<file path="src/rtl/ccd_tg_pkg.sv">
package ccd_tg_pkg;
  typedef enum logic [2:0] {
    PH_IDLE  = 3'd0,
    PH_CLEAR = 3'd1,
    PH_INTEG = 3'd2,
    PH_XFER  = 3'd3,
    PH_LOAD  = 3'd4,
    PH_SHIFT = 3'd5
  } tg_phase_e;
endpackage

</file>
<file path="src/rtl/ccd_tg_shutter.sv">
module ccd_tg_shutter #(
  parameter int INT_UNIT  = 1024,
  parameter int AB_PULSES = 4,
  parameter int INT_W     = 12
) (
  input  logic             clk_i,
  input  logic             rst_ni,
  input  logic             en_i,
  input  logic [INT_W-1:0] len_i,
  output logic             bloom_o,
  output logic             done_o
);
  localparam int T_W = (INT_UNIT > 1) ? $clog2(INT_UNIT) : 1;
  localparam logic [T_W-1:0] T_LAST  = T_W'(INT_UNIT - 1);
  localparam logic [T_W-1:0] AB_SPAN = T_W'(2 * AB_PULSES);

  logic [T_W-1:0]   t_q;
  logic [INT_W-1:0] u_q;
  logic             unit_end;

  assign unit_end = (t_q == T_LAST);

  always_ff @(posedge clk_i or negedge rst_ni) begin
    if (!rst_ni) begin
      t_q <= '0;
      u_q <= '0;
    end else if (!en_i) begin
      t_q <= '0;
      u_q <= '0;
    end else if (unit_end) begin
      t_q <= '0;
      u_q <= u_q + 1'b1;
    end else begin
      t_q <= t_q + 1'b1;
    end
  end

  assign bloom_o = en_i && (t_q < AB_SPAN) && !t_q[0];
  assign done_o  = en_i && unit_end && (u_q == len_i - 1'b1);

  assert_bloom_single_R3: assert property (@(posedge clk_i) disable iff (!rst_ni)
    bloom_o |=> !bloom_o);
  assert_bloom_unit_start_R3: assert property (@(posedge clk_i) disable iff (!rst_ni)
    (en_i && $past(en_i) && $past(unit_end)) |-> bloom_o);
endmodule

</file>
<file path="src/rtl/ccd_tg_seq.sv">
module ccd_tg_seq
  import ccd_tg_pkg::*;
#(
  parameter int LINES   = 244,
  parameter int SER_CYC = 339,
  parameter int INT_W   = 12,
  parameter int CNT_W   = 9
) (
  input  logic             clk_i,
  input  logic             rst_ni,
  input  logic             start_i,
  input  logic [INT_W-1:0] int_len_i,
  input  logic             integ_done_i,
  output tg_phase_e        phase_o,
  output logic             half_o,
  output logic [CNT_W-1:0] cnt_o,
  output logic [INT_W-1:0] len_o,
  output logic             frame_done_o
);
  localparam int LINE_W = (LINES > 1) ? $clog2(LINES) : 1;
  localparam logic [CNT_W-1:0]  LAST_ROW  = CNT_W'(LINES - 1);
  localparam logic [CNT_W-1:0]  LAST_PIX  = CNT_W'(SER_CYC - 1);
  localparam logic [LINE_W-1:0] LAST_LINE = LINE_W'(LINES - 1);

  tg_phase_e         phase_q;
  logic              half_q;
  logic [CNT_W-1:0]  cnt_q;
  logic [LINE_W-1:0] line_q;
  logic [INT_W-1:0]  len_q;
  logic              done_q;

  always_ff @(posedge clk_i or negedge rst_ni) begin
    if (!rst_ni) begin
      phase_q <= PH_IDLE;
      half_q  <= 1'b0;
      cnt_q   <= '0;
      line_q  <= '0;
      len_q   <= '0;
      done_q  <= 1'b0;
    end else begin
      done_q <= 1'b0;
      unique case (phase_q)
        PH_IDLE: if (start_i) begin
          phase_q <= PH_CLEAR;
          half_q  <= 1'b0;
          cnt_q   <= '0;
          len_q   <= int_len_i;
        end
        PH_CLEAR: begin
          half_q <= ~half_q;
          if (half_q) begin
            if (cnt_q == LAST_ROW) begin
              cnt_q   <= '0;
              phase_q <= (len_q == '0) ? PH_XFER : PH_INTEG;
            end else cnt_q <= cnt_q + 1'b1;
          end
        end
        PH_INTEG: if (integ_done_i) begin
          phase_q <= PH_XFER;
          cnt_q   <= '0;
        end
        PH_XFER: begin
          half_q <= ~half_q;
          if (half_q) begin
            if (cnt_q == LAST_ROW) begin
              cnt_q   <= '0;
              line_q  <= '0;
              phase_q <= PH_LOAD;
            end else cnt_q <= cnt_q + 1'b1;
          end
        end
        PH_LOAD: begin
          half_q <= ~half_q;
          if (half_q) begin
            cnt_q   <= '0;
            phase_q <= PH_SHIFT;
          end
        end
        PH_SHIFT: begin
          half_q <= ~half_q;
          if (half_q) begin
            if (cnt_q == LAST_PIX) begin
              cnt_q <= '0;
              if (line_q == LAST_LINE) begin
                phase_q <= PH_IDLE;
                done_q  <= 1'b1;
              end else begin
                line_q  <= line_q + 1'b1;
                phase_q <= PH_LOAD;
              end
            end else cnt_q <= cnt_q + 1'b1;
          end
        end
        default: phase_q <= PH_IDLE;
      endcase
    end
  end

  assign phase_o      = phase_q;
  assign half_o       = half_q;
  assign cnt_o        = cnt_q;
  assign len_o        = len_q;
  assign frame_done_o = done_q;

  // a new clear may only be entered from idle
  assert_clear_from_idle_R9: assert property (@(posedge clk_i) disable iff (!rst_ni)
    (phase_q == PH_CLEAR && $past(phase_q) != PH_CLEAR) |-> $past(phase_q) == PH_IDLE);
  assert_done_single_R10: assert property (@(posedge clk_i) disable iff (!rst_ni)
    done_q |=> !done_q);
  assert_done_after_shift_R10: assert property (@(posedge clk_i) disable iff (!rst_ni)
    done_q |-> ($past(phase_q) == PH_SHIFT && phase_q == PH_IDLE));
  assert_len_zero_skip_R2: assert property (@(posedge clk_i) disable iff (!rst_ni)
    (phase_q == PH_INTEG) |-> len_q != '0);
endmodule

</file>
<file path="src/rtl/ccd_tg_drive.sv">
module ccd_tg_drive
  import ccd_tg_pkg::*;
#(
  parameter int DUMMY_PIX  = 2,
  parameter int DARK_PIX   = 12,
  parameter int ACTIVE_PIX = 324,
  parameter int CNT_W      = 9
) (
  input  logic             clk_i,
  input  logic             rst_ni,
  input  tg_phase_e        phase_i,
  input  logic             half_i,
  input  logic [CNT_W-1:0] cnt_i,
  output logic             img_gate_a_o,
  output logic             img_gate_b_o,
  output logic             store_gate_o,
  output logic             ser_gate_o,
  output logic             busy_o,
  output logic             dummy_o,
  output logic             dark_o,
  output logic             active_o
);
  localparam logic [CNT_W-1:0] DARK_LO   = CNT_W'(DUMMY_PIX);
  localparam logic [CNT_W-1:0] ACTIVE_LO = CNT_W'(DUMMY_PIX + DARK_PIX);
  localparam logic [CNT_W-1:0] BUF_LO    = CNT_W'(DUMMY_PIX + DARK_PIX + ACTIVE_PIX);

  logic shifting;
  assign shifting = (phase_i == PH_SHIFT);

  assign img_gate_a_o = (phase_i == PH_CLEAR || phase_i == PH_XFER) && !half_i;
  assign img_gate_b_o = img_gate_a_o;
  assign store_gate_o = (phase_i == PH_XFER || phase_i == PH_LOAD) && !half_i;
  assign ser_gate_o   = shifting && !half_i;
  assign busy_o       = (phase_i != PH_IDLE);

  assign dummy_o  = shifting && (cnt_i < DARK_LO);
  assign dark_o   = shifting && (cnt_i >= DARK_LO) && (cnt_i < ACTIVE_LO);
  assign active_o = shifting && (cnt_i >= ACTIVE_LO) && (cnt_i < BUF_LO);

  assert_ser_exclusive_R12: assert property (@(posedge clk_i) disable iff (!rst_ni)
    ser_gate_o |-> !(store_gate_o || img_gate_a_o || img_gate_b_o));
  assert_flags_onehot_R6: assert property (@(posedge clk_i) disable iff (!rst_ni)
    $onehot0({dummy_o, dark_o, active_o}));
  assert_ser_pulse_R5: assert property (@(posedge clk_i) disable iff (!rst_ni)
    ser_gate_o |=> !ser_gate_o);
  assert_store_pulse_R4: assert property (@(posedge clk_i) disable iff (!rst_ni)
    store_gate_o |=> !store_gate_o);
  assert_flag_busy_R8: assert property (@(posedge clk_i) disable iff (!rst_ni)
    (dummy_o || dark_o || active_o) |-> busy_o);
endmodule

</file>
<file path="src/rtl/ft_ccd_timing.sv">
module ft_ccd_timing
  import ccd_tg_pkg::*;
#(
  parameter int LINES      = 244,
  parameter int SER_CYC    = 339,
  parameter int DUMMY_PIX  = 2,
  parameter int DARK_PIX   = 12,
  parameter int ACTIVE_PIX = 324,
  parameter int INT_UNIT   = 1024,
  parameter int AB_PULSES  = 4,
  parameter int INT_W      = 12
) (
  input  logic             clk_i,
  input  logic             rst_ni,
  input  logic             start_i,
  input  logic [INT_W-1:0] int_len_i,
  output logic             img_gate_a_o,
  output logic             img_gate_b_o,
  output logic             store_gate_o,
  output logic             ser_gate_o,
  output logic             bloom_gate_o,
  output logic             busy_o,
  output logic             dummy_o,
  output logic             dark_o,
  output logic             active_o,
  output logic             frame_done_o
);
  localparam int CNT_MAX = (LINES > SER_CYC) ? LINES : SER_CYC;
  localparam int CNT_W   = $clog2(CNT_MAX + 1);

  tg_phase_e        phase;
  logic             half;
  logic [CNT_W-1:0] cnt;
  logic [INT_W-1:0] len;
  logic             integ_done;

  ccd_tg_seq #(
    .LINES(LINES), .SER_CYC(SER_CYC), .INT_W(INT_W), .CNT_W(CNT_W)
  ) u_seq (
    .clk_i, .rst_ni, .start_i, .int_len_i,
    .integ_done_i (integ_done),
    .phase_o      (phase),
    .half_o       (half),
    .cnt_o        (cnt),
    .len_o        (len),
    .frame_done_o (frame_done_o)
  );

  ccd_tg_shutter #(
    .INT_UNIT(INT_UNIT), .AB_PULSES(AB_PULSES), .INT_W(INT_W)
  ) u_shutter (
    .clk_i, .rst_ni,
    .en_i    (phase == PH_INTEG),
    .len_i   (len),
    .bloom_o (bloom_gate_o),
    .done_o  (integ_done)
  );

  ccd_tg_drive #(
    .DUMMY_PIX(DUMMY_PIX), .DARK_PIX(DARK_PIX), .ACTIVE_PIX(ACTIVE_PIX), .CNT_W(CNT_W)
  ) u_drive (
    .clk_i, .rst_ni,
    .phase_i      (phase),
    .half_i       (half),
    .cnt_i        (cnt),
    .img_gate_a_o, .img_gate_b_o, .store_gate_o, .ser_gate_o,
    .busy_o, .dummy_o, .dark_o, .active_o
  );

  assert_busy_covers_gates_R9: assert property (@(posedge clk_i) disable iff (!rst_ni)
    (img_gate_a_o || store_gate_o || ser_gate_o || bloom_gate_o) |-> busy_o);
  assert_done_not_busy_R10: assert property (@(posedge clk_i) disable iff (!rst_ni)
    frame_done_o |-> !busy_o);
  assert_clear_no_store_R1: assert property (@(posedge clk_i) disable iff (!rst_ni)
    (img_gate_a_o && !store_gate_o) |-> $past(busy_o) || $past(start_i) || !$past(store_gate_o));
endmodule

</file>
<file path="config.mk">
export PLATFORM = sky130hd
export DESIGN_NAME = ft_ccd_timing
export DESIGN_NICKNAME = d
export VERILOG_FILES = /design/src/rtl/ccd_tg_pkg.sv /design/src/rtl/ccd_tg_shutter.sv /design/src/rtl/ccd_tg_seq.sv /design/src/rtl/ccd_tg_drive.sv /design/src/rtl/ft_ccd_timing.sv
export SDC_FILE = /design/constraint.sdc
export NUM_CORES = 1
export LEC_CHECK = 0
export BUFFER_PORTS_ARGS = -buffer_cell sky130_fd_sc_hd__buf_2
export CELL_PAD_IN_SITES_DETAIL_PLACEMENT = 1
export CELL_PAD_IN_SITES_GLOBAL_PLACEMENT = 1
export CORE_MARGIN = 5
export CORE_UTILIZATION = 46
export DETAILED_ROUTE_END_ITERATION = 8
export GPL_TIMING_DRIVEN = 1
export PLACE_DENSITY_LB_ADDON = 0.1
export SETUP_SLACK_MARGIN = 0.05
export SYNTH_ARGS = -nofsm -noshare
export SYNTH_HDL_FRONTEND = slang
export SYNTH_SLANG_ARGS = --single-unit
</file>
<file path="constraint.sdc">
create_clock -name clk_i -period 3.39 [get_ports clk_i]
set_input_delay 0.339 -clock clk_i [delete_from_list [all_inputs] [get_ports clk_i]]
set_output_delay 0.339 -clock clk_i [all_outputs]
set_load 0.005 [all_outputs]
</file>
Word-level counts from Yosys, hierarchy flattened
Index checks and enable logic that the tools add are counted.
- register bits after elaboration: 56
- input port bits: 15
- output and inout bits: 10
- logic and storage cells: 107
- add/subtract/negate cells: 5
- order comparisons: 6
- equal/unequal tests: 22
- multiplexer cells: 36
- bitwise operators: 1
- reductions and logical operators: 29
- operator list (operator ; number):
    9-bit 2-to-1 mux ; 7
    9-bit one-hot mux with 5 select lines ; 1
    8-bit 2-to-1 mux ; 5
    3-bit 2-to-1 mux ; 10
    12-bit 2-to-1 mux ; 2
    2-bit inequality test (second input constant) ; 11
    10-bit 2-to-1 mux ; 2
    3-bit one-hot mux with 6 select lines ; 1
    8-bit one-hot mux with 2 select lines ; 1
    12-bit by 1-bit adder with 12-bit output (second input constant) ; 1
    12-bit equality test ; 1
    1-bit logical AND ; 12
    12-bit logical NOT ; 1
    6-bit AND reduction ; 2
    12-bit by 1-bit subtractor with 12-bit output (second input constant) ; 1
    10-bit by 1-bit adder with 10-bit output (second input constant) ; 1
    10-bit equality test (second input constant) ; 1
    10-bit by 4-bit < comparator with 1-bit output (second input constant) ; 1
    9-bit by 1-bit adder with 9-bit output (second input constant) ; 1
    9-bit by 8-bit equality test with 1-bit output (second input constant) ; 1
    9-bit equality test (second input constant) ; 1
    9-bit by 2-bit greater-or-equal comparator with 1-bit output (second input constant) ; 1
    9-bit by 4-bit greater-or-equal comparator with 1-bit output (second input constant) ; 1
    9-bit by 2-bit < comparator with 1-bit output (second input constant) ; 1
    other kinds (21) ; 32

Logic depth before layout (Yosys ltp)
Gate-level depths: netlist of the first run.
- depth in word-level cells: 5
- gate-level depth with buffers: 10

Cells and area by module
Synthesis of the first run repeated with hierarchy kept, for this count alone.
- cell total of the unflattened synthesis: 364
- area, all modules: 3564.7 um2
- by module, submodules not included (module ; instances ; cells an instance ; area an instance (um2) ; seq. area each (um2)):
    ccd_tg_seq ; 1 ; 182 ; 1915.6 ; 850.8
    ccd_tg_shutter ; 1 ; 163 ; 1497.7 ; 550.5
    ccd_tg_drive ; 1 ; 18 ; 138.9 ; 0.0
    ft_ccd_timing ; 1 ; 1 ; 12.5 ; 0.0

Least setup slack after synthesis of the first run
No wires, ideal clock.
- path kind: flip-flop to flip-flop
- start: reg u_seq.len_q[0], in the netlist u_seq.len_o[0]
- end: reg u_seq.cnt_q[0], in the netlist u_seq.cnt_o[0]
- setup time: 125 ps
- data arrival time: 2782 ps
- slack: 483 ps
- stages on the path, launching flop included: 11
- buffers on the path: 1
- period minus slack after synthesis: 2907 ps
- path through: dfrtp_1 > inv_1 > ha_1 > or4b_1 > buf_2 > o31a_1 > nor4_1 > a211oi_1 > nor4_4 > nor2_4 > mux2_4
- longest elaborated chain between the ends: 5
- RTL lines (what ; line ; text):
    from (decl) ; ccd_tg_seq.sv:29 ; logic [INT_W-1:0] len_q;
    from (signal assigned) ; ccd_tg_seq.sv:47 ; len_q <= int_len_i;
    12-bit by 1-bit subtractor with 12-bit output ; ccd_tg_shutter.sv:39 ; assign done_o = en_i && unit_end && (u_q == len_i - 1'b1);
    12-bit equality test ; ccd_tg_shutter.sv:39 ;
    1-bit logical AND ; ccd_tg_shutter.sv:39 ;
    2-bit inequality test (no line) ; -- ;
    6-bit AND reduction (no line) ; -- ;
    to (signal assigned) ; ccd_tg_seq.sv:55 ; end else cnt_q <= cnt_q + 1'b1;
    to (signal assigned) ; ccd_tg_seq.sv:69 ; end else cnt_q <= cnt_q + 1'b1;
    to (signal assigned) ; ccd_tg_seq.sv:91 ; end else cnt_q <= cnt_q + 1'b1;
    to (decl) ; ccd_tg_seq.sv:27 ; logic [CNT_W-1:0] cnt_q;
Every way passes these cells.
A chain may end at the register's enable or synchronous reset.

Worst setup path after layout of the first run
- start: reg u_seq.len_q[0], in the netlist u_seq.len_o[0]
- end: reg u_seq.phase_q[0], in the netlist u_seq.phase_o[0]
- longest elaborated chain between the ends: 5
- RTL lines (what ; line ; text):
    12-bit by 1-bit subtractor with 12-bit output / 12-bit logical NOT (equally long branches) ; ccd_tg_shutter.sv:39, ccd_tg_seq.sv:54 ;
    12-bit equality test / 1-bit 2-to-1 mux (equally long branches) ; ccd_tg_shutter.sv:39, ccd_tg_seq.sv:54 ;
    1-bit logical AND / 3-bit 2-to-1 mux (equally long branches) ; ccd_tg_shutter.sv:39, ccd_tg_seq.sv:52 ;
    2-bit inequality test (no line) / 3-bit 2-to-1 mux (equally long branches) ; -- ;
    9-bit AND reduction (no line) / 3-bit one-hot mux with 6 select lines (equally long branches) ; -- ;
    to (signal assigned) ; ccd_tg_seq.sv:54 ; phase_q <= (len_q == '0) ? PH_XFER : PH_INTEG;
    to (decl) ; ccd_tg_seq.sv:25 ; tg_phase_e phase_q;
Parallel ways exist; a longest one is shown, timed or not. The select of a mux whose other input is x is not followed.

==> flow_summary_export.csv, run 1 <==
group,metric,value,unit
yosys,synthDistinctLibCells,60,
yosys,synth_top_cell_by_area,"dfrtp_1",
clock_tree,ctsHoldBuffers,0,
yosys,avgSynthCellArea,8.95,um^2
sta,worstMarginPinSlew,1.01,ns
place,place_congestion,0.859,
yosys,yosys.cell_count.top_type,"dfrtp_1",
worst_setup_path,r2r_end,"u_seq.phase_o[0]$_DFFE_PN0P_",
yosys,synth-async-reset-ratio,100,%
clock_tree,postCtsSetupBuffers,0,
yosys,synth_ff_type,"dfrtp_1",
power,power_density,617,mW/mm^2
worst_setup_path,worst-r2r-cell-count,9,
floorplan,ios,25,
worst_setup_path,rr_startpoint,"u_seq.len_o[0]$_DFFE_PN0P_",
final_layout,diodes,0,
place,dp_hpwl,6300,um
route,vias,2954,
yosys,synth_common_cells,"dfrtp_1, nor2_1, o21ai_0",
final_layout,final_nets,426,
yosys,synthCells,385,
worst_setup_path,crit_type,"register to register",
power,p_leak,1.59,nW
sta,finalCriticalPeriod,3.10,ns
final_layout,area_growth_syn_to_layout,8.54,%
yosys,yosysSeqAreaShare,40.7,%
floorplan,die_area,0.00932,mm^2
yosys,synth_top_area_share,40.7,%
floorplan,die_h,96.5,um
route,wl,8620,um
status,outcome,"finished, final reports clean",
hold_path,hp-class,"input port to asynchronous set/reset pin",
clock_tree,cts_resized,0,
final_layout,finish.instance_area,0.00374,mm^2
clock_tree,htree_levels,2,
run,max_cap_violations,0,
sta,slew_headroom,32.4,%
yosys,synth_edf_count,0,
clock_tree,clk_latency,0.31,ns
clock_tree,clock-sinks,56,
worst_setup_path,max_stage_delay,0.56,ns
route,viasPerCell,5.85,
floorplan,core-area,0.00725,mm^2
global_routing,grt.total_usage,19.6,%
floorplan,num_rows,31,
floorplan,initial_core_util,47.5,%
worst_setup_path,crit_path_top_delay_cell,"or4b_4",
global_routing,grt_pass1_wl,14400,um
route,ant_nets,0,
clock_tree,clock_tree.root_cell,"clkbuf_8",
floorplan,die_x,96.5,um
worst_setup_path,crit_path_end_kind,"register",
global_routing,grt_start_max_net_pins,44,
worst_setup_path,arrival,3.35,ns
sta,slew_viol_final,0,
yosys,synth_area,0.00344,mm^2
place,dpl-instance-area,0.00365,mm^2
route,post_drt_wl_per_cell,17.1,um
route,first_pass_iters,5,
worst_setup_path,worstPathMaxFanout,7,
yosys,yosysWarningCount,0,
final_layout,drive_gt1_share,13.1,%
yosys,syn_nets,406,
route,drtIter0Drc,105,
sta,rsz0062_at_grt,"false",
power,fin_total_pwr,2.31,mW
global_routing,antenna_found_initial,0,
clock_tree,cts_tree,"done",
worst_setup_path,path_cells,"inv_1 > ha_1 > or4b_4 > o31a_1 > nor4_1 > a211oi_1 > or4_1 > or3_1 > o211ai_2",
power,max-vdd-ir-drop,0.202,mV
clock_tree,path_clk_slew,0.11,ns
sta,fin_crit_sh,91.5,%
worst_setup_path,reg2reg_slack,0.29,ns
place,portBuffers,24,
worst_setup_path,startpoint_type,"register",
sta,fin_skew,0.0138,ns
global_routing,overflow,0,
worst_setup_path,required,3.63,ns
sta,finalSetupViolCount,0,
yosys,ys_top_cells_by_area,"dfrtp_1, xor2_1, o21ai_0",
sta,clock.fmax,322,MHz
yosys,synth_seq_cells,56,
sta,tns,0,ns
clock_tree,clockBufferDepth,2,
global_routing,grt_pass1_vias,3038,
sta,final-hold-violation-count,0,
route,drc,0,
clock_tree,cts_buffers,5,
cell type report:
class                   instances  area, um^2
clock buffers                   6        72.6
clock inverters                 2        13.8
fillers                       885        3510
inverters                      17        63.8
multi-input cells             297        1910
flip-flops and latches         56        1400
well taps                      99         124
repair buffers                 28         150
cells in the final DEF, fill, tap and decap left out, drive strengths merged, types with 2 or more instances in the layout:
cell and count:
nand3b 2, nor2b 5, a211oi 3, nor2 42, a21oi 8, nand4 6
mux2 9, buf 28, nand3 17, and4 2, o31ai 4, o22ai 3
inv 18, a31oi 6, and3 13, nand2b 8, nor3 10, o2bb2ai 3
o31a 4, xor2 19, dfrtp 56, a21boi 2, o2111ai 2, o211ai 4
or3 14, clkbuf 6, o21ai 32, ha 6, or4 7, nand2 29
xnor2 9, nor4 7, or2 2, mux2i 3, nor4b 2
report_power, final:
group / internal [mW] / switching [mW] / total [mW]
Clock: 0.148 / 0.230 / 0.379
Sequential: 0.795 / 0.249 / 1.04
Combinational: 0.402 / 0.481 / 0.882
how the worst max path moves through the flow:
stage / slack (ns) / startpoint / cells after the start / endpoint
floorplan: 0.48 / u_seq.len_o[0]$_DFFE_PN0P_ / 10 / u_seq.cnt_o[0]$_DFFE_PN0P_
global placement: 0.34 / u_seq.len_o[0]$_DFFE_PN0P_ / 9 / u_seq.cnt_o[1]$_DFFE_PN0P_
detailed placement: 0.21 / u_seq.len_o[0]$_DFFE_PN0P_ / 9 / u_seq.phase_o[0]$_DFFE_PN0P_
CTS: 0.17 / u_seq.len_o[0]$_DFFE_PN0P_ / 9 / u_seq.phase_o[0]$_DFFE_PN0P_
global route: 0.09 / u_seq.len_o[0]$_DFFE_PN0P_ / 9 / u_seq.phase_o[0]$_DFFE_PN0P_
finish: 0.29 / u_seq.len_o[0]$_DFFE_PN0P_ / 9 / u_seq.phase_o[0]$_DFFE_PN0P_
worst max-delay path: cells and delay by family, from the launching register on:
kind	cells	cell delay [ns]
AND/OR/NAND/NOR	4	1.71
AO/OA/AOI/OAI	3	0.49
flip-flops	1	0.43
adder cells (fa/ha/maj)	1	0.29
buffers and inverters	1	0.12
routing by layer:
metal	GRT usage, %	vias to the layer above	routed length [um]
met3	3.02	6	269
met2	34.1	36	4150
met5	0	-	0
met1	25.5	1480	4120
met4	4.44	0	78
li1	-	1432	-
metrics by stage:
stage | cells | setup WS [ns] | utilization, % | hold WS, ns
floorplan | 385 | 0.483 | - | 0.0434
global placement | 497 | 0.339 | 50.3 | 0.483
detailed placement | 497 | 0.215 | 50.3 | 0.501
CTS | 505 | 0.167 | 51.5 | 0.223
global route | 505 | 0.0857 | 51.5 | 0.234
finish | 505 | 0.288 | 51.5 | 0.189
state kept, by name, indices dropped and copies added (netlist names):
| register | flops |
|---|---|
| u_seq.cnt_o | 9 |
| u_seq.len_o | 12 |
| u_seq.line_q | 8 |
| u_seq.half_o | 1 |
| u_seq.frame_done_o | 1 |
| u_shutter.u_q | 12 |
| u_seq.phase_o | 3 |
| u_shutter.t_q | 10 |
kinds of logic after synthesis:
group / synth area share (%)
and+or+nand+nor: 26.7
AOI/OAI and AO/OA: 15.4
DFF: 40.7
buffers and inverters: 3.89
xor gates and xnor gates: 7.12
muxes: 4.03
adders and majority gates: 2.18
Note: power is estimated with default switching activity, not from simulation.
==> inputs of run 2 (changes only) <==
--- a/config.mk
+++ b/config.mk
@@ -12,7 +12,7 @@
 export CORE_UTILIZATION = 46
 export DETAILED_ROUTE_END_ITERATION = 8
 export GPL_TIMING_DRIVEN = 1
-export PLACE_DENSITY_LB_ADDON = 0.1
+export PLACE_DENSITY = 0.85
 export SETUP_SLACK_MARGIN = 0.05
 export SYNTH_ARGS = -nofsm -noshare
 export SYNTH_HDL_FRONTEND = slang
==> flow_summary_export.csv, run 2 (synthesis gave the netlist of run 1 again) <==
group,metric,value,unit
sta,finalCriticalPeriod,3.14,ns
sta,fin_crit_sh,92.6,%
clock_tree,clockBufferDepth,2,
global_routing,grt_pass1_wl,15000,um
floorplan,initial_core_util,47.5,%
worst_setup_path,crit_type,"register to register",
clock_tree,clock-sinks,56,
route,first_pass_iters,4,
sta,fin_skew,0.0121,ns
power,fin_total_pwr,2.44,mW
floorplan,num_rows,31,
place,dp_hpwl,6370,um
global_routing,grt_pass1_vias,3138,
run,max_cap_violations,0,
sta,setup_ws,0.252,ns
worst_setup_path,required,3.58,ns
status,outcome,"finished, final reports clean",
sta,clock.fmax,319,MHz
global_routing,antenna_found_initial,0,
sta,slew_viol_final,0,
route,ant_nets,0,
clock_tree,clk_latency,0.31,ns
route,drc,0,
sta,slew_headroom,27.0,%
hold_path,hp-class,"input port to asynchronous set/reset pin",
final_layout,finish.instance_area,0.00378,mm^2
power,power_density,646,mW/mm^2
clock_tree,cts_buffers,5,
sta,final-hold-violation-count,0,
final_layout,diodes,0,
worst_setup_path,arrival,3.33,ns
final_layout,drive_gt1_share,13.6,%
route,vias,2996,
sta,rsz0062_at_grt,"false",
global_routing,overflow,0,
worst_setup_path,worstPathMaxFanout,7,
sta,finalSetupViolCount,0,
place,place_congestion,0.832,
final_layout,final_common_cell,"dfrtp_1",
sta,tns,0,ns
place,place_ws,0.236,ns
clock_tree,htree_levels,2,
route,wl,8790,um
final_layout,stdcell_count,504,
place,portBuffers,24,
clock_tree,clock_tree.root_cell,"clkbuf_8",
floorplan,die_h,96.5,um
floorplan,core-area,0.00725,mm^2
clock_tree,path_clk_slew,0.11,ns
route,viasPerCell,5.94,
route,post_drt_wl_per_cell,17.4,um
worst_setup_path,startpoint_type,"register",
place,dp.cells,496,
floorplan,ios,25,
global_routing,grt.total_usage,20.2,%
global_routing,grt_start_max_net_pins,49,
worst_setup_path,crit_path_end_kind,"register",
floorplan,die_x,96.5,um
sta,worstMarginPinSlew,1.10,ns
clock_tree,cts_resized,0,
floorplan,die_area,0.00932,mm^2
clock_tree,postCtsSetupBuffers,0,
power,p_leak,1.61,nW
power,max-vdd-ir-drop,0.237,mV
final_layout,layout_common_cells,"dfrtp_1, nor2_1, o21ai_0, nand2_1, buf_2",
clock_tree,cts_tree,"done",
place,dpl-instance-area,0.00364,mm^2
final_layout,final_nets,425,
final_layout,area_growth_syn_to_layout,9.66,%
route,drtIter0Drc,72,
clock_tree,ctsHoldBuffers,0,
## run 2: cell count changes in the layout (fill, tap and decap cells not counted), sizes merged
cell / delta
inv: -1
bufinv: +1
buf: -1
## run 2: worst paths after layout
check | slack (ns) | start | to | cells after the start
worst min register to register | 0.52 | u_seq.line_q[7]$_DFFE_PN0P_ | u_seq.line_q[7]$_DFFE_PN0P_ | 1
worst max register to register | 0.25 | u_seq.len_o[0]$_DFFE_PN0P_ | u_seq.cnt_o[7]$_DFFE_PN0P_ | 10
worst max-delay path | 0.25 | u_seq.len_o[0]$_DFFE_PN0P_ | u_seq.cnt_o[7]$_DFFE_PN0P_ | 10
worst min-delay path | 0.23 | rst_ni | u_seq.len_o[11]$_DFFE_PN0P_ | 1
min in group clk_i | 0.23 | int_len_i[1] | u_seq.len_o[1]$_DFFE_PN0P_ | 3
max in group asynchronous | 2.42 | rst_ni | u_seq.frame_done_o$_DFF_PN0_ | 2
## run 2: final cells by class
type                    instances  area [um^2]
multi-input cells             297         1920
well taps                      99          124
repair buffers                 27          143
inverters                      17         63.8
flip-flops and latches         56         1400
fillers                       875         3480
clock buffers                   6         82.6
clock inverters                 2         38.8
## run 2: critical path, cell delays in order, from the launching register on
cell and delay [ns]:
dfrtp_1 0.43, inv_1 0.12, ha_1 0.30, or4b_4 0.57, o31a_1 0.28, nor4_1 0.35
a211oi_2 0.12, nor4_4 0.39, buf_4 0.23, o31ai_1 0.07, o21bai_1 0.17
## run 2: where the power goes
group	switching, mW	internal (mW)
Clock	0.234	0.242
Sequential	0.254	0.795
Combinational	0.510	0.407
## run 2: per-stage QoR
| stage | hold slack, ns | utilization (%) |
|---|---|---|
| CTS | 0.228 | 51.9 |
| global placement | 0.467 | 50.2 |
| global route | 0.245 | 52.1 |
| finish | 0.226 | 52.1 |
| detailed placement | 0.502 | 50.2 |
| floorplan | 0.0434 | - |
## run 2: metal layers
metal  GRT usage [%]  share of wire, %
met3            2.87               2.3
met2            35.0                49
met4            4.91               1.2
met5               0                 0
met1            26.7                47
